### src/rtl/fbh_pkg.sv
package fbh_pkg;

   typedef enum logic [1:0] {
      FBH_IDLE      = 2'd0,
      FBH_WRITING   = 2'd1,
      FBH_FULL_WAIT = 2'd2
   } fbh_state_t;

endpackage

### src/rtl/fbh_word_counter.sv
module fbh_word_counter #(
   parameter int ADDR_W      = 17,
   parameter int FRAME_WORDS = 76800
) (
   input  logic              clk,
   input  logic              rst_n,
   input  logic              inc,
   input  logic              clr,
   output logic [ADDR_W-1:0] count,
   output logic              last
);

   localparam logic [ADDR_W-1:0] LAST_IDX = ADDR_W'(FRAME_WORDS - 1);

   logic [ADDR_W-1:0] cnt_q;

   always_ff @(posedge clk or negedge rst_n) begin
      if (!rst_n) begin
         cnt_q <= '0;
      end else if (clr) begin
         cnt_q <= '0;
      end else if (inc && (cnt_q != LAST_IDX)) begin
         cnt_q <= cnt_q + 1'b1;
      end
   end

   assign count = cnt_q;
   assign last  = (cnt_q == LAST_IDX);

endmodule

### src/rtl/fbh_bank_decode.sv
module fbh_bank_decode #(
   parameter int NUM_BANKS = 3,
   parameter int BANK_AW   = 15,
   parameter int ADDR_W    = 17
) (
   input  logic                 en,
   input  logic [ADDR_W-1:0]    index,
   output logic [NUM_BANKS-1:0] sel,
   output logic [BANK_AW-1:0]   offset
);

   localparam int BSEL_W = ADDR_W - BANK_AW;

   logic [BSEL_W-1:0] bank_idx;

   assign bank_idx = index[ADDR_W-1:BANK_AW];
   assign offset   = index[BANK_AW-1:0];

   for (genvar b = 0; b < NUM_BANKS; b++) begin : g_bank
      assign sel[b] = en && (bank_idx == BSEL_W'(b));
   end

endmodule

### src/rtl/fbh_ctrl_fsm.sv
module fbh_ctrl_fsm
   import fbh_pkg::*;
(
   input  logic clk,
   input  logic rst_n,
   input  logic wr_en,
   input  logic host_ack,
   input  logic last_word,
   output logic accept,
   output logic clr_cnt,
   output logic full,
   output logic overrun
);

   fbh_state_t state_q, state_d;
   logic       ovr_q;

   always_comb begin
      state_d = state_q;
      accept  = 1'b0;
      clr_cnt = 1'b0;
      unique case (state_q)
         FBH_IDLE, FBH_WRITING: begin
            accept = wr_en;
            if (wr_en) begin
               state_d = last_word ? FBH_FULL_WAIT : FBH_WRITING;
            end
         end
         FBH_FULL_WAIT: begin
            if (host_ack) begin
               clr_cnt = 1'b1;
               state_d = FBH_IDLE;
            end
         end
         default: state_d = FBH_IDLE;
      endcase
   end

   always_ff @(posedge clk or negedge rst_n) begin
      if (!rst_n) begin
         state_q <= FBH_IDLE;
         ovr_q   <= 1'b0;
      end else begin
         state_q <= state_d;
         if ((state_q == FBH_FULL_WAIT) && wr_en) begin
            ovr_q <= 1'b1;
         end
      end
   end

   assign full    = (state_q == FBH_FULL_WAIT);
   assign overrun = ovr_q;

endmodule

### src/rtl/fbh_frame_buffer_ctrl.sv
module fbh_frame_buffer_ctrl #(
   parameter int DATA_W      = 16,
   parameter int NUM_BANKS   = 3,
   parameter int BANK_AW     = 15,
   parameter int FRAME_WORDS = 76800
) (
   input  logic                 clk,
   input  logic                 rst_n,
   input  logic                 wr_en,
   input  logic [DATA_W-1:0]    wr_data,
   output logic                 wr_ready,
   output logic [NUM_BANKS-1:0] bank_sel,
   output logic                 bank_we,
   output logic [BANK_AW-1:0]   bank_addr,
   output logic [DATA_W-1:0]    bank_wdata,
   input  logic                 host_ack,
   output logic                 host_irq,
   output logic                 overrun
);

   localparam int CAPACITY = NUM_BANKS * (1 << BANK_AW);
   localparam int ADDR_W   = $clog2(CAPACITY);

   if (NUM_BANKS < 2) begin : g_chk_banks
      $error("fbh_frame_buffer_ctrl: NUM_BANKS must be at least 2");
   end
   if (FRAME_WORDS < 1 || FRAME_WORDS > CAPACITY) begin : g_chk_frame
      $error("fbh_frame_buffer_ctrl: FRAME_WORDS must fit the banks");
   end
   if (DATA_W < 1 || BANK_AW < 1) begin : g_chk_width
      $error("fbh_frame_buffer_ctrl: widths must be positive");
   end

   logic              accept;
   logic              clr_cnt;
   logic              full;
   logic              last_word;
   logic [ADDR_W-1:0] word_idx;

   fbh_ctrl_fsm u_fsm (
      .clk       (clk),
      .rst_n     (rst_n),
      .wr_en     (wr_en),
      .host_ack  (host_ack),
      .last_word (last_word),
      .accept    (accept),
      .clr_cnt   (clr_cnt),
      .full      (full),
      .overrun   (overrun)
   );

   fbh_word_counter #(
      .ADDR_W      (ADDR_W),
      .FRAME_WORDS (FRAME_WORDS)
   ) u_cnt (
      .clk   (clk),
      .rst_n (rst_n),
      .inc   (accept),
      .clr   (clr_cnt),
      .count (word_idx),
      .last  (last_word)
   );

   fbh_bank_decode #(
      .NUM_BANKS (NUM_BANKS),
      .BANK_AW   (BANK_AW),
      .ADDR_W    (ADDR_W)
   ) u_dec (
      .en     (accept),
      .index  (word_idx),
      .sel    (bank_sel),
      .offset (bank_addr)
   );

   assign bank_we    = accept;
   assign bank_wdata = wr_data;
   assign wr_ready   = !full;
   assign host_irq   = full && !host_ack;

endmodule

### config.mk
export PLATFORM = sky130hd
export DESIGN_NAME = fbh_frame_buffer_ctrl
export DESIGN_NICKNAME = d
export VERILOG_FILES = /design/src/rtl/fbh_pkg.sv /design/src/rtl/fbh_word_counter.sv /design/src/rtl/fbh_bank_decode.sv /design/src/rtl/fbh_ctrl_fsm.sv /design/src/rtl/fbh_frame_buffer_ctrl.sv
export SDC_FILE = /design/constraint.sdc
export NUM_CORES = 1
export LEC_CHECK = 0
export BUFFER_PORTS_ARGS = -buffer_cell sky130_fd_sc_hd__buf_4
export CAP_MARGIN = 20
export CORE_MARGIN = 5
export CORE_UTILIZATION = 30
export CTS_BUF_LIST = sky130_fd_sc_hd__clkbuf_2 sky130_fd_sc_hd__clkbuf_4 sky130_fd_sc_hd__clkbuf_8
export DETAILED_ROUTE_END_ITERATION = 12
export HOLD_SLACK_MARGIN = 0.02
export PLACE_DENSITY = 0.51
export SLEW_MARGIN = 40
export SYNTH_ARGS = -nofsm -noshare
export SYNTH_HDL_FRONTEND = slang
export SYNTH_SLANG_ARGS = --single-unit
export TNS_END_PERCENT = 10
### constraint.sdc
create_clock -name clk -period 1.7 [get_ports clk]
set_input_delay 0.085 -clock clk [delete_from_list [all_inputs] [get_ports clk]]
set_output_delay 0.085 -clock clk [all_outputs]
set_load 0.03 [all_outputs]
==> impl_metrics.toml <==
[outcome]
run_status = "finished, final reports clean"

[clock_network]
h-tree-depth = 1
cts_sinks = 20
cts_tree = "yes"
path_clk_slew_ns = 0.08
cts_root_buffer = "clkbuf_8"
clockBufferDepth = 2
cts_made_buffers = 3
clk_latency_ns = 0.26

[global_route]
grt_first_pass_wirelength_mm = 5.87
grt_use_total_pct = 11.8
first_global_vias = 1165
grt_max_degree = 21
antenna_found_initial = 0
grt_overflow = 0

[timing]
setup_viol = 0
hold_viol = 0
maxSlewViolCount = 0
post-route-period-util_pct = 95.4
fin_crit_ns = 1.62
max_slew_margin_pct = 75.4
rsz0062_at_grt = "yes"
fin_skew_ns = 0.00466
max_freq_ghz = 0.617
worst_pin_slew_ns = 0.364

[setup_path]
r2r_slack_ns = 0.08
criticalPathCategory = "flop to flop"
timing.rr.start = "u_cnt.count[3]"
crit_arrival_ns = 1.82
start_kind = "flop"
r2r-end = "u_cnt.count[9]"
crit_start = "u_cnt.count[3]"
crit_fanout = 5
critical_path_required_ns = 1.90
rr_worst_depth = 4
end_kind = "flop"

[hold_path]
hold_path_class = "input port to flop"
min_to = "u_fsm.state_q[0]"
holdPathStages = 2
hp-start = "wr_en"

[synthesis]
synth_cells = 149
seq_area_frac_synth_pct = 36.2
async_flop_share_pct = 100
synth_area_mm2 = 0.00138
ys_ff_latch = 20
synth_edf_count = 0
ys_warn_count = 0
syn_nets = 170
avgSynthCellArea_um2 = 9.28
ys_dominant_reg_cell = "dfrtp_1"
yosysUniqueCellTypes = 36

[routing]
detail_route.iter0.violations = 31
drc = 0
drt_pass1_iterations = 4
routed-wl-met3_um = 263
route.met2.wl_mm = 1.76
routed_wl_mm = 3.57
num_vias = 1093
ant_nets = 0
viasPerCell = 5.11
maxUsedRoutingLayer = "met4"
wl_met1_mm = 1.52
wl_per_cell_um = 16.7

[layout]
drive_gt1_share_pct = 34.0
final_cell_count_no_fill = 214
layout_common_cells = "buf_4 (41), dfrtp_1 (19), nand2_1 (16)"
areaGrowthSynthToFinish_pct = 16.3
final_net_count = 184
insertedDiodeCount = 0
final_common_cell = "buf_4"
nFillCells = 451

[floorplanning]
die-width_um = 77.9
initial_utilization_pct = 31.3
std_cell_rows = 24
die_area_mm2 = 0.00607
die_y_um = 77.9
ios = 58
core_region_area_mm2 = 0.00441

[place]
io_buffers = 25
dpl.hpwl_mm = 2.76
placed_cells = 209
place_congestion = 0.791

[power]
peakVddDrop_mv = 0.745
p_leak_nw = 0.729
power.density_mw_per_mm2 = 1060
finalPower_mw = 1.71

[run]
cap_viol_max_count = 0
==> how the worst max path moves through the flow <==
stage / slack [ns] / endpoint / depth (start not counted)
floorplan: 0.13 / u_cnt.count[9] / 5
global placement: 0.12 / u_cnt.count[15] / 5
detailed placement: 0.09 / u_cnt.count[9] / 5
CTS: 0.07 / u_cnt.count[9] / 5
global route: -0.02 / u_cnt.count[0] / 4
finish: 0.08 / u_cnt.count[9] / 4
==> per-layer routing <==
layer  track usage (%)  vias to the layer above
met5                 0                        -
met4              2.75                        0
met3              4.40                        7
met2              19.6                       34
met1              14.5                      520
li1                  -                      532
==> area by class of cell <==
class / instances / area, µm² / area share [%]
multi-input cells: 90 / 644 / 40.1
repair buffers: 42 / 318 / 19.8
clock buffers: 4 / 55.1 / 3.42
well taps: 52 / 65.1 / 4.05
inverters: 6 / 23.8 / 1.48
flip-flops and latches: 20 / 502 / 31.2
==> metrics by stage <==
step                utilization [%]  area [µm²]  hold WS, ns  setup TNS [ns]  setup slack, ns
floorplan                         -        1380       -0.211               0            0.131
global placement               34.3        1520      -0.0177               0            0.122
detailed placement             34.3        1520      -0.0165               0           0.0915
CTS                            35.8        1580       0.0540               0           0.0654
global route                   36.4        1610       0.0529         -0.0357          -0.0182
finish                         36.4        1610       0.0619               0           0.0786
==> cells in the mapped netlist (all sizes together) (2+ instances only) <==
master	n	area (µm²)
buf	31	233
dfrtp	20	500
nand2	16	60.1
mux2i	9	90.1
nand2b	8	57.6
nor2	8	30.0
inv	5	18.8
nand3	5	25.0
nor3	5	30.0
a21oi	4	20.0
o311ai	4	35.0
nand4	3	33.8
nor4	3	25.0
o41ai	3	26.3
a211oi	2	15.0
and3	2	12.5
and4	2	17.5
clkbuf	2	7.51
nand4bb	2	22.5
nor4b	2	17.5
o21bai	2	15.0
==> sequential cells by signal, indices dropped and copies added, names as in the netlist <==
name,cells
u_cnt.count,17
u_fsm.state_q,2
u_fsm.overrun,1
==> logic make-up after synthesis <==
kind of cell               share of synthesized area (%)
AOI/OAI and AO/OA                                   11.6
xor gates and xnor gates                           0.634
adders and majority gates                          0.905
buffers and inverters                               19.1
and+or+nand+nor                                     25.1
muxes                                               6.52
DFF                                                 36.2
==> report_power, final <==
group	total (mW)	internal [mW]	switching (mW)
Clock	0.366	0.206	0.160
Sequential	0.660	0.561	0.0983
Combinational	0.681	0.276	0.406
==> critical path, cell delays in order, from the launching register on <==
cell and delay [ns]:
dfrtp_1 0.43, and4_1 0.24, nand3_1 0.20, or4_1 0.54, a21oi_2 0.14
==> repair_timing <==
action | in CTS | in global routing
hold buffers | 1 | 0
hold endpoints to repair | 20 | 0
setup buffers | 0 | 0
resized for setup | 0 | 5
setup endpoints to repair | 0 | 8
Note: power is estimated with default switching activity, not from simulation.
